$ cat config.mk
export PLATFORM = sky130hd
export DESIGN_NAME = row_bound_decoder
export DESIGN_NICKNAME = d
export VERILOG_FILES = /design/src/rtl/rbd_pkg.sv /design/src/rtl/rbd_regfile.sv /design/src/rtl/rbd_limit_chain.sv /design/src/rtl/rbd_match.sv /design/src/rtl/row_bound_decoder.sv
export SDC_FILE = /design/constraint.sdc
export NUM_CORES = 1
export LEC_CHECK = 0
export ABC_AREA = 1
export ABC_CLOCK_PERIOD_IN_PS = 5290
export BUFFER_PORTS_ARGS = -buffer_cell sky130_fd_sc_hd__buf_2
export CAP_MARGIN = 20
export CORE_UTILIZATION = 50
export DETAILED_ROUTE_END_ITERATION = 7
export PLACE_DENSITY = 0.66
export SLEW_MARGIN = 20
export SYNTH_ARGS = -nofsm -noshare
export SYNTH_HDL_FRONTEND = slang
export SYNTH_SLANG_ARGS = --single-unit
$ cat constraint.sdc
create_clock -name clk -period 5.29 [get_ports clk]
set_input_delay 1.058 -clock clk [delete_from_list [all_inputs] [get_ports clk]]
set_output_delay 1.058 -clock clk [all_outputs]
set_load 0.03 [all_outputs]
$ cat src/rtl/rbd_pkg.sv
package rbd_pkg;
  parameter int BND_W     = 8;
  parameter int UNIT_SHFT = 23;
  localparam int LIM_W    = BND_W + UNIT_SHFT + 1;

  typedef logic [BND_W-1:0] bnd_t;
  typedef logic [LIM_W-1:0] lim_t;

  localparam lim_t TOP_LIMIT = lim_t'(1) << (BND_W + UNIT_SHFT);

  // Turn a raw boundary into a byte limit. A zero that follows a nonzero limit wraps to the top.
  function automatic lim_t calc_limit(input bnd_t raw, input lim_t prev);
    lim_t scaled;
    scaled = lim_t'(raw) << UNIT_SHFT;
    if (raw == '0 && prev != '0) return TOP_LIMIT;
    return scaled;
  endfunction
endpackage

$ cat src/rtl/rbd_regfile.sv
module rbd_regfile
  import rbd_pkg::*;
#(
  parameter int NUM_ROWS = 8,
  localparam int IDX_W   = $clog2(NUM_ROWS)
) (
  input  logic             clk,
  input  logic             rst_n,
  input  logic             we,
  input  logic [IDX_W-1:0] idx,
  input  bnd_t             wdata,
  output bnd_t             bnd [NUM_ROWS]
);
  bnd_t store_q [NUM_ROWS];

  always_ff @(posedge clk or negedge rst_n) begin
    if (!rst_n) begin
      for (int i = 0; i < NUM_ROWS; i++) store_q[i] <= '0;
    end else if (we) begin
      store_q[idx] <= wdata;
    end
  end

  always_comb begin
    for (int i = 0; i < NUM_ROWS; i++) bnd[i] = store_q[i];
  end
endmodule

$ cat src/rtl/rbd_limit_chain.sv
module rbd_limit_chain
  import rbd_pkg::*;
#(
  parameter int NUM_ROWS = 8
) (
  input  bnd_t bnd [NUM_ROWS],
  output lim_t lim [NUM_ROWS],
  output lim_t base [NUM_ROWS]
);
  genvar g;
  generate
    for (g = 0; g < NUM_ROWS; g++) begin : g_row
      if (g == 0) begin : g_first
        assign base[g] = '0;
      end else begin : g_next
        assign base[g] = lim[g-1];
      end
      assign lim[g] = calc_limit(bnd[g], base[g]);
    end
  endgenerate
endmodule

$ cat src/rtl/rbd_match.sv
module rbd_match
  import rbd_pkg::*;
#(
  parameter int NUM_ROWS = 8,
  parameter int ADDR_W   = 32,
  localparam int IDX_W   = $clog2(NUM_ROWS),
  localparam int CMP_W   = (LIM_W > ADDR_W) ? LIM_W : ADDR_W
) (
  input  logic [ADDR_W-1:0]   addr,
  input  lim_t                lim [NUM_ROWS],
  input  lim_t                base [NUM_ROWS],
  output logic [NUM_ROWS-1:0] sel_vec,
  output logic [NUM_ROWS-1:0] empty_vec,
  output logic                any_hit,
  output logic [IDX_W-1:0]    row_idx
);
  logic [NUM_ROWS-1:0] hit_vec;
  logic [CMP_W-1:0]    a_ext;

  assign a_ext = CMP_W'(addr);

  genvar g;
  generate
    for (g = 0; g < NUM_ROWS; g++) begin : g_cmp
      assign hit_vec[g]   = (CMP_W'(base[g]) <= a_ext) && (a_ext < CMP_W'(lim[g]));
      assign empty_vec[g] = (lim[g] == base[g]);
    end
  endgenerate

  // Isolate the lowest set bit, then encode it.
  assign sel_vec = hit_vec & (~hit_vec + NUM_ROWS'(1));
  assign any_hit = |hit_vec;

  always_comb begin
    row_idx = '0;
    for (int i = 0; i < NUM_ROWS; i++) begin
      if (sel_vec[i]) row_idx = IDX_W'(i);
    end
  end
endmodule

$ cat src/rtl/row_bound_decoder.sv
module row_bound_decoder
  import rbd_pkg::*;
#(
  parameter int NUM_ROWS = 8,
  parameter int ADDR_W   = 32,
  localparam int IDX_W   = $clog2(NUM_ROWS)
) (
  input  logic              clk,
  input  logic              rst_n,
  input  logic              cfg_we,
  input  logic [IDX_W-1:0]  cfg_row,
  input  logic [BND_W-1:0]  cfg_value,
  input  logic              look_valid,
  input  logic [ADDR_W-1:0] look_addr,
  output logic              hit_valid,
  output logic              hit_in_range,
  output logic [IDX_W-1:0]  hit_row
);
  bnd_t                bnd  [NUM_ROWS];
  lim_t                lim  [NUM_ROWS];
  lim_t                base [NUM_ROWS];
  logic [NUM_ROWS-1:0] sel_vec;
  logic [NUM_ROWS-1:0] empty_vec;
  logic                any_hit;
  logic [IDX_W-1:0]    row_idx;

  rbd_regfile #(.NUM_ROWS(NUM_ROWS)) u_regs (
    .clk(clk), .rst_n(rst_n), .we(cfg_we), .idx(cfg_row),
    .wdata(cfg_value), .bnd(bnd)
  );

  rbd_limit_chain #(.NUM_ROWS(NUM_ROWS)) u_chain (
    .bnd(bnd), .lim(lim), .base(base)
  );

  rbd_match #(.NUM_ROWS(NUM_ROWS), .ADDR_W(ADDR_W)) u_match (
    .addr(look_addr), .lim(lim), .base(base), .sel_vec(sel_vec),
    .empty_vec(empty_vec), .any_hit(any_hit), .row_idx(row_idx)
  );

  always_ff @(posedge clk or negedge rst_n) begin
    if (!rst_n) begin
      hit_valid    <= 1'b0;
      hit_in_range <= 1'b0;
      hit_row      <= '0;
    end else begin
      hit_valid <= look_valid;
      if (look_valid) begin
        hit_in_range <= any_hit;
        hit_row      <= any_hit ? row_idx : '0;
      end
    end
  end

  AST_ONE_ROW_PICKED: assert property (@(posedge clk) disable iff (!rst_n)
    $onehot0(sel_vec));
  AST_EMPTY_NEVER_PICKED: assert property (@(posedge clk) disable iff (!rst_n)
    (sel_vec & empty_vec) == '0);
  AST_MISS_DRIVES_ZERO: assert property (@(posedge clk) disable iff (!rst_n)
    (hit_valid && !hit_in_range) |-> (hit_row == '0));
  AST_RESULT_NEXT_CYCLE: assert property (@(posedge clk) disable iff (!rst_n)
    look_valid |=> hit_valid);
  AST_NO_SPURIOUS_RESULT: assert property (@(posedge clk) disable iff (!rst_n)
    !look_valid |=> (!hit_valid && $stable(hit_row) && $stable(hit_in_range)));
endmodule

======== Word level (Yosys, flattened, before mapping) ========
Index checks and enable logic that the tools add are counted.
word-level totals
  flip-flop bits (word level) ............. 69
  output and inout port bits .............. 5
  logic and storage cells ................. 96
cells by class
  reductions and logical operators ........ 31
  muxes and demuxes ....................... 32
  add/subtract/negate cells ............... 1
  bitwise gates (word level) .............. 3
  magnitude comparators ................... 18
operators by type and width
  kind                                                                              number
  32-bit 2-to-1 mux                                                                 14
  32-bit < comparator                                                               7
  32-bit nonzero test                                                               7
  32-bit less-or-equal comparator                                                   6
  64-bit bitwise mux                                                                1
  8-bit zero test                                                                   7
  1-bit by 32-bit less-or-equal comparator with 1-bit output, first input constant  1
  31-bit by 32-bit less-or-equal comparator with 1-bit output                       1
  32-bit by 31-bit < comparator with 1-bit output                                   1
  8-bit demux with 3-bit select                                                     1
  1-bit logical AND                                                                 16
  3-bit 2-to-1 mux                                                                  5
  8-bit by 1-bit adder with 8-bit output, second input constant                     1
  8-bit AND                                                                         1
  1-bit 2-to-1 mux                                                                  8
  8-bit 2-to-1 mux                                                                  1
  8-bit inverter                                                                    1
  8-bit OR reduction                                                                1
  4-bit greater-or-equal comparator, second input constant                          1
  4-bit by 1-bit < comparator with 1-bit output, second input constant              1
  2-bit 2-to-1 mux                                                                  2
  3-bit inverter with 4-bit output                                                  1

======== Depth between registers and ports, before layout ========
Gate-level depths: netlist of run 1.
  depth in word-level cells ............... 41
  mapped depth ............................ 23
  gate-level depth less buffers ........... 23

======== Modules after synthesis ========
From an unflattened synthesis of run 1, not the netlist that was laid out.
second synthesis, totals
  cells, all modules ...................... 3189
  area total of the unflattened synthesis .. 22078.7 um2
modules (own cells, without submodules)
  module             cells an instance  seq. area each (um2)  times used  area each (um2)
  rbd_match          2310               0.0                   1           15322.2
  rbd_limit_chain    566                0.0                   1           3910.0
  rbd_regfile        295                1601.5                1           2668.8
  row_bound_decoder  18                 125.1                 1           177.7

======== Worst setup path after synthesis of run 1 ========
OpenSTA, ideal clock, no wires.
  path kind ............................... register to register
  from .................................... reg u_regs.store_q, in the netlist u_regs.bnd[55]
  to ...................................... reg hit_in_range
  setup time .............................. 0.121 ns
  buffers on the path ..................... 0
  data arrival time ....................... 2.342 ns
  slack ................................... 2.827 ns
  clock period less this slack ............ 2.463 ns
  cell stages (with the launch flop) ...... 20
  cell sequence ........................... dfrtp_1 inv_1 nand4_1 nor4_4 nand2_1 nand2_1 nor2_1 nand2_1 nand2_1 nand3_1 o21ai_0 ha_1 nand2_1 nor4_1 a21oi_1 nand2_1 nand2_1 nor2_1 a21oi_2 nand2b_1
between the ends
  cells in the longest elaborated chain, start to end .. 31
  elaborated cells between the ends (all ways) .. 49
  those cells by class .................... order compare: 13; mux: 14; reduce/logical: 22
ends and longest elaborated chain
  element                          RTL line                 text
  start, declared                  rbd_regfile.sv:14        bnd_t store_q [NUM_ROWS];
  start signal, assigned by index  rbd_regfile.sv:20        store_q[idx] <= wdata;
  8-bit zero test                  rbd_pkg.sv:15            if (raw == '0 && prev != '0) return TOP_LIMIT;
  1-bit logical AND                rbd_pkg.sv:15
  1-bit 2-to-1 mux                 rbd_pkg.sv:15
  32-bit 2-to-1 mux (*)            rbd_pkg.sv:16            return scaled;
  32-bit nonzero test              rbd_pkg.sv:15
  1-bit logical AND                rbd_pkg.sv:15
  1-bit 2-to-1 mux                 rbd_pkg.sv:15
  32-bit 2-to-1 mux                rbd_pkg.sv:16
  [... 15 more ...]                -
  32-bit 2-to-1 mux                rbd_pkg.sv:16
  32-bit nonzero test              rbd_pkg.sv:15
  1-bit logical AND                rbd_pkg.sv:15
  1-bit 2-to-1 mux                 rbd_pkg.sv:15
  32-bit 2-to-1 mux                rbd_pkg.sv:16
  32-bit < comparator              rbd_match.sv:25          assign hit_vec[g] = (CMP_W'(base[g]) <= a_ext) && (a_ext < CMP_W'(lim[g]));
  1-bit logical AND                rbd_match.sv:25
  8-bit OR reduction (*)           rbd_match.sv:32          assign any_hit = |hit_vec;
  end signal, assigned             row_bound_decoder.sv:49  hit_in_range <= any_hit;
  end, declared                    row_bound_decoder.sv:16  output logic hit_in_range,
Every way passes the cells marked *; elsewhere a longest branch is shown, timed or not.
A chain may end at the register's enable or synchronous reset.

======== Worst setup path after layout of run 1 ========
Ends and elaborated chain as after synthesis.

==> results of run 1 <==
## cells in the final DEF, fill, tap and decap left out
cell type  instances
a21o_1             6
a21oi_1           23
a21oi_2            1
buf_2             51
buf_4              1
clkbuf_8          13
clkinv_1           1
clkinv_2           1
dfrtp_1           69
ha_1              70
inv_1            101
inv_2              1
nand2_1          204
nand2_2            3
nand2_4            2
nand2b_1           1
nand3_1           16
nand3_2            2
nand4_1           15
nand4_4            1
nor2_1            66
nor2_2             4
nor2_4             1
nor3_1             4
nor3_2             1
nor4_1             8
nor4_4             1
o21a_1             3
o21ai_0           69
o21ai_1            2
or2_0              1
## worst register-to-register path, cell delays in order, from the launching register on
cell,delay [ns]
dfrtp_1,0.39
inv_1,0.09
nand4_1,0.14
nor4_4,0.27
nand2_1,0.19
nand2_1,0.12
nor2_1,0.04
nand2_1,0.07
nand2_1,0.08
nand3_1,0.13
o21ai_0,0.10
ha_1,0.30
nand2_1,0.09
nor4_1,0.32
a21oi_1,0.18
nand2_1,0.10
nand2_1,0.05
nor2_1,0.11
a21oi_2,0.08
nand2b_1,0.15
## metal layers
metal / wire (µm) / track usage, % / vias to the layer above / share of wire (%)
met5: 0 / 0 / - / 0
met4: 278 / 10.8 / 0 / 2.0
met3: 724 / 4.45 / 22 / 5.3
met2: 6160 / 44.3 / 110 / 45
met1: 6480 / 38.0 / 2211 / 47
li1: - / - / 2310 / -
## registers in the layout (all words and copies together) (netlist names)
name / flops
hit_row: 3
hit_in_range: 1
u_regs.bnd: 64
hit_valid: 1
## per-stage QoR
stage | hold WS (ns) | cells | setup WS (ns)
floorplan | 0.453 | 697 | 2.83
global placement | 0.463 | 861 | 2.29
detailed placement | 0.461 | 861 | 2.22
CTS | 0.480 | 875 | 2.20
global route | 0.505 | 875 | 1.88
finish | 0.474 | 875 | 2.17
## power by group through the flow
stage / combinational [mW] / clock, mW / sequential [mW]
2_1_floorplan: 0.435 / 0 / 0.716
3_3_place_gp: 0.592 / 0 / 0.715
3_5_place_dp: 0.610 / 0 / 0.719
4_1_cts: 0.614 / 0.425 / 0.709
5_1_grt: 0.712 / 0.452 / 0.723
6_report: 0.615 / 0.424 / 0.710
## final cells by class
cell class | instances | area (µm²)
repair buffers | 52 | 263
clock buffers | 13 | 179
fillers | 955 | 4210
inverters | 103 | 387
flip-flops and latches | 69 | 1730
clock inverters | 1 | 5.00
well taps | 133 | 166
multi-input cells | 504 | 2840
## logic make-up after synthesis
kind of cell | Yosys count
flip-flops | 69
buffers and inverters | 124
AO/OA/AOI/OAI | 104
AND/OR/NAND/NOR | 330
adder cells (fa/ha/maj) | 70
## worst paths after layout
kind                            cells after the start           start        endpoint  slack (ns)
worst max-delay path                               19  u_regs.bnd[55]    hit_in_range        2.17
worst min-delay path                                2      hit_row[0]      hit_row[0]        0.47
worst max register to register                     19  u_regs.bnd[55]    hit_in_range        2.17
worst min register to register                      2      hit_row[0]      hit_row[0]        0.47
max in group asynchronous                           2           rst_n  u_regs.bnd[37]        3.55
min in group asynchronous                           1           rst_n   u_regs.bnd[6]        0.76
==> reports/results.ini, run 1 <==
[critical_path]
cpPeakStageDelay_ns=0.39
endpoint_kind=register
cp_data_arrival_time_ns=3.37
cp_num_buf_inv=1
cp_max_fo=4
crit_required_ns=5.54
crit_slowest_cell=dfrtp_1
crit_family=simple AND/OR/NAND/NOR gates
crit_chain=inv_1 -> nand4_1 -> nor4_4 -> nand2_1 -> nand2_1 -> nor2_1 -> nand2_1 -> nand2_1 -> nand3_1 -> o21ai_0 -> ha_1 -> nand2_1 -> nor4_1 -> a21oi_1 -> nand2_1 -> nand2_1 -> nor2_1 -> a21oi_2 -> nand2b_1
cp-start-kind=register
crit_type=register to register
critPathMostFrequentCell=nand2_1

[sta]
skew_ns=0.0136
period_needed_ns=3.12
setup_violations=0
fmax_mhz=320
fin_crit_sh_pct=59.0
slew_viol_final=0
finalHoldViolations=0
setup_tns_ns=0
rsz0062_at_grt=no
worst_pin_slew_ns=0.873
slew_headroom_pct=41.5

[cts]
cts_resized=0
htreeDepth=3
clkLatencyLatePin_ns=0.37
cts.sink_count=69
cts_made_buffers=9
cts_setup_buffers=0
clock-root-buffer=clkbuf_8
cts_hold_buffers=0
tritoncts=yes
cts_buffer_depth=2
path_clk_slew_ns=0.08

[logic_synthesis]
ys_ff_latch=69
synth_common_cells=nand2_1 (204), inv_1 (101), ha_1 (70)
synth-compound-area-share_pct=10.9
yosysWarnings=0
synth-simple-area-share_pct=28.2
synth_edf_count=0
syn_inst=697
syn_area_um2=5030
async_flop_share_pct=100
synth_nets=814
synth_ff_type=dfrtp_1
synth_xor_area_share_pct=0
synth_top_family_by_area=simple AND/OR/NAND/NOR gates
synth_top_cell_by_area=dfrtp_1
synthAdderAreaFrac_pct=17.4
synthDistinctLibCells=28
seq_area_frac_synth_pct=34.3
synth_area_leaders=dfrtp_1 (34%), ha_1 (17%), nand2_1 (15%)
synth_most_common_cell=nand2_1
synth.area.mux_share_pct=0
syn_area_per_cell_um2=7.22
yosys.area.top_type_share_pct=34.3

[grt]
grt_pass1_vias=4228
antenna_found_initial=0
grt.overflow.total=0
track_usage_pct=27.8
grt_pass1_wl_mm=21.5
grt_start_max_net_pins=38

[cells_and_area]
antenna-diode-count=0
fin_nets=856
layout.cell_area.non_filler_um2=5570
area_delta_synth_final_pct=10.6
utilization_pct=57.0
drive_above_1_share_pct=11.2

[place]
gp_congestion=0.934
placed_area_um2=5390
io_buffers=51
dp_hpwl_mm=10.2

[route]
routedWlPerCell_um=15.6
drt_iter0_markers=253
drt-total-wl_mm=13.6
vias_per_cell=5.32
ant_nets=0
drc=0
first_pass_iters=5
vias=4653

[power_and_ir_drop]
p_int_mw=1.08
swShare_pct=38.3
power_leakage_nw=3.02
power_density_nw_per_um2=314
switchingPower_mw=0.670
total_power_mw=1.75
vdd_drop_max_mv=0.188
clkPwrFrac_pct=24.2
power_frac_comb_pct=35.2
seq_power_share_pct=40.6

[status]
status=completed

[floorplanning]
pin_count=52
initial_core_util_pct=51.5
dieArea_um2=10500
dieWidth_um=102
die_h_um=102
rows=36
core_area_um2=9770

[job]
max_cap_viol_count=0

[worst_hold_path]
hp-class=register to register

No activity file was read; power rests on OpenSTA's default activity.
==> run 2: changes to the inputs <==
--- a/config.mk
+++ b/config.mk
@@ -6,7 +6,7 @@
 export NUM_CORES = 1
 export LEC_CHECK = 0
 export ABC_AREA = 1
-export ABC_CLOCK_PERIOD_IN_PS = 5290
+export ABC_CLOCK_PERIOD_IN_PS = 3200
 export BUFFER_PORTS_ARGS = -buffer_cell sky130_fd_sc_hd__buf_2
 export CAP_MARGIN = 20
 export CORE_UTILIZATION = 50
==> constraint.sdc (replaced) <==
create_clock -name clk -period 3.2 [get_ports clk]
set_input_delay 0.64 -clock clk [delete_from_list [all_inputs] [get_ports clk]]
set_output_delay 0.64 -clock clk [all_outputs]
set_load 0.03 [all_outputs]
==> reports/results.ini, run 2 (synthesis results as in run 1) <==
[power_and_ir_drop]
power_leakage_nw=3.01  ; -0.14%
vdd_drop_max_mv=0.262  ; +39%
power_density_nw_per_um2=507  ; +61%
total_power_mw=2.82  ; +61%

[route]
routedWlPerCell_um=15.0  ; -3.5%
first_pass_iters=5  ; unchanged
vias=4573  ; -1.7%
drt-total-wl_mm=13.2  ; -3.5%
drt_iter0_markers=248  ; -2.0%
vias_per_cell=5.23  ; -1.7%
ant_nets=0  ; unchanged
drc=0  ; unchanged

[place]
dp_hpwl_mm=9.76  ; -4.6%
gp_congestion=0.950  ; +1.7%
io_buffers=51  ; unchanged

[critical_path]
cp_max_fo=4  ; unchanged
crit_required_ns=3.44  ; -2.10 ns
endpoint_kind=register
crit_type=register to register
worst-r2r-setup-slack_ns=0.28  ; -1.89 ns
cp_data_arrival_time_ns=3.16  ; -0.21 ns
timing.rr.end=hit_in_range
r2r_start=u_regs.bnd[49]
cp-start-kind=register
reg2reg_depth=19  ; unchanged

[job]
max_cap_viol_count=0  ; unchanged

[sta]
slew_viol_final=0  ; unchanged
setup_tns_ns=0  ; unchanged
setup_violations=0  ; unchanged
skew_ns=0.0125  ; -0.00115 ns
worst_pin_slew_ns=0.809  ; -0.0636 ns
timing.hold.ws_ns=0.363  ; -0.111 ns
fin_crit_sh_pct=91.3  ; +32 points
fmax_mhz=342  ; +6.8%
slew_headroom_pct=45.8  ; +4.3 points
rsz0062_at_grt=no
finalHoldViolations=0  ; unchanged
period_needed_ns=2.92  ; -0.199 ns

[cells_and_area]
fillCellCount=950  ; -0.52%
fin_nets=856  ; unchanged
final_common_cell=nand2_1
area_delta_synth_final_pct=10.7  ; about the same
utilization_pct=57.0  ; about the same
largest_reg_flops=64  ; unchanged
antenna-diode-count=0  ; unchanged
mostFrequentLayoutCells=nand2_1 (203), inv_1 (101), ha_1 (70), dfrtp_1 (69), o21ai_0 (68)
drive_above_1_share_pct=11.5  ; +0.27 points

[worst_hold_path]
hp-class=input port to async pin

[cts]
clkLatencyLatePin_ns=0.35  ; -0.02 ns
htreeDepth=3  ; unchanged
cts_buffer_depth=2  ; unchanged
cts_made_buffers=9  ; unchanged
tritoncts=yes
cts_hold_buffers=0  ; unchanged
clock-root-buffer=clkbuf_8
path_clk_slew_ns=0.08  ; about the same
cts.sink_count=69  ; unchanged

[grt]
antenna_found_initial=1  ; +1
grt_pass1_wl_mm=21.1  ; -1.8%
grt.overflow.total=0  ; unchanged
grt_start_max_net_pins=38  ; unchanged
grt_pass1_vias=4235  ; +0.17%
track_usage_pct=27.4  ; -0.44 points

[floorplanning]
initial_core_util_pct=51.5  ; unchanged
core_area_um2=9770  ; unchanged
rows=36  ; unchanged
pin_count=52  ; unchanged
dieWidth_um=102  ; unchanged
dieArea_um2=10500  ; unchanged
die_h_um=102  ; unchanged

[status]
status=completed

-- run 2: how the worst max path moves through the flow --
stage | startpoint | to | slack, ns | cells past startpoint
global route | u_regs.bnd[50] | hit_row[0] | 0.01 | 22
floorplan | u_regs.bnd[55] | hit_in_range | 0.74 | 19
finish | u_regs.bnd[49] | hit_in_range | 0.28 | 19
detailed placement | u_regs.bnd[55] | hit_in_range | 0.25 | 19
CTS | u_regs.bnd[55] | hit_in_range | 0.25 | 19
global placement | u_regs.bnd[55] | hit_in_range | 0.29 | 19
-- run 2: per-stage QoR --
step	area [µm²]	instances	setup slack (ns)
2_1_floorplan	5030	697	0.737
3_3_place_gp	5400	861	0.294
3_5_place_dp	5400	861	0.255
4_1_cts	5560	875	0.246
5_1_grt	5570	875	0.0127
6_report	5570	875	0.278
-- run 2: routing by layer --
metal	vias up	share of wire [%]	global-route usage, %
met1	2128	49	38.1
li1	2314	-	-
met2	108	44	43.8
met3	21	4.9	5.20
met5	-	0.099	0
met4	2	1.5	7.14
-- run 2: worst max-delay path, cell delays in order (launching register included) --
cell	delay [ns]
dfrtp_1	0.39
inv_1	0.07
nand2_1	0.09
nor4_4	0.33
nand2_2	0.13
nand2_1	0.10
nor2_1	0.04
nand2_1	0.08
nand2_1	0.07
nand3_1	0.10
o21ai_1	0.07
ha_1	0.30
nand2_1	0.09
nor4_1	0.37
a21oi_2	0.12
nand2_1	0.09
nand2_1	0.05
nor2_1	0.11
a21oi_2	0.08
nand2b_1	0.14
-- run 2: area by class of cell --
| type | count | area, µm² | area share (%) |
|---|---|---|---|
| Clock buffer | 12 | 155 | 2.78 |
| Timing Repair Buffer | 52 | 275 | 4.94 |
| Multi-Input combinational cell | 504 | 2850 | 51.2 |
| Sequential cell | 69 | 1730 | 31.0 |
| Inverter | 103 | 387 | 6.94 |
| Clock inverter | 2 | 10.0 | 0.180 |
| Tap cell | 133 | 166 | 2.99 |
-- run 2: what timing repair did --
| item | in CTS | in global routing |
|---|---|---|
| gates resized for setup | 0 | 4 |
| setup endpoints to repair | 0 | 4 |
| setup buffers | 0 | 0 |
-- run 2: power by group --
part	switching, mW	internal [mW]
clock	0.330	0.313
combinational	0.629	0.384
sequential	0.122	1.04
total	1.08	1.74
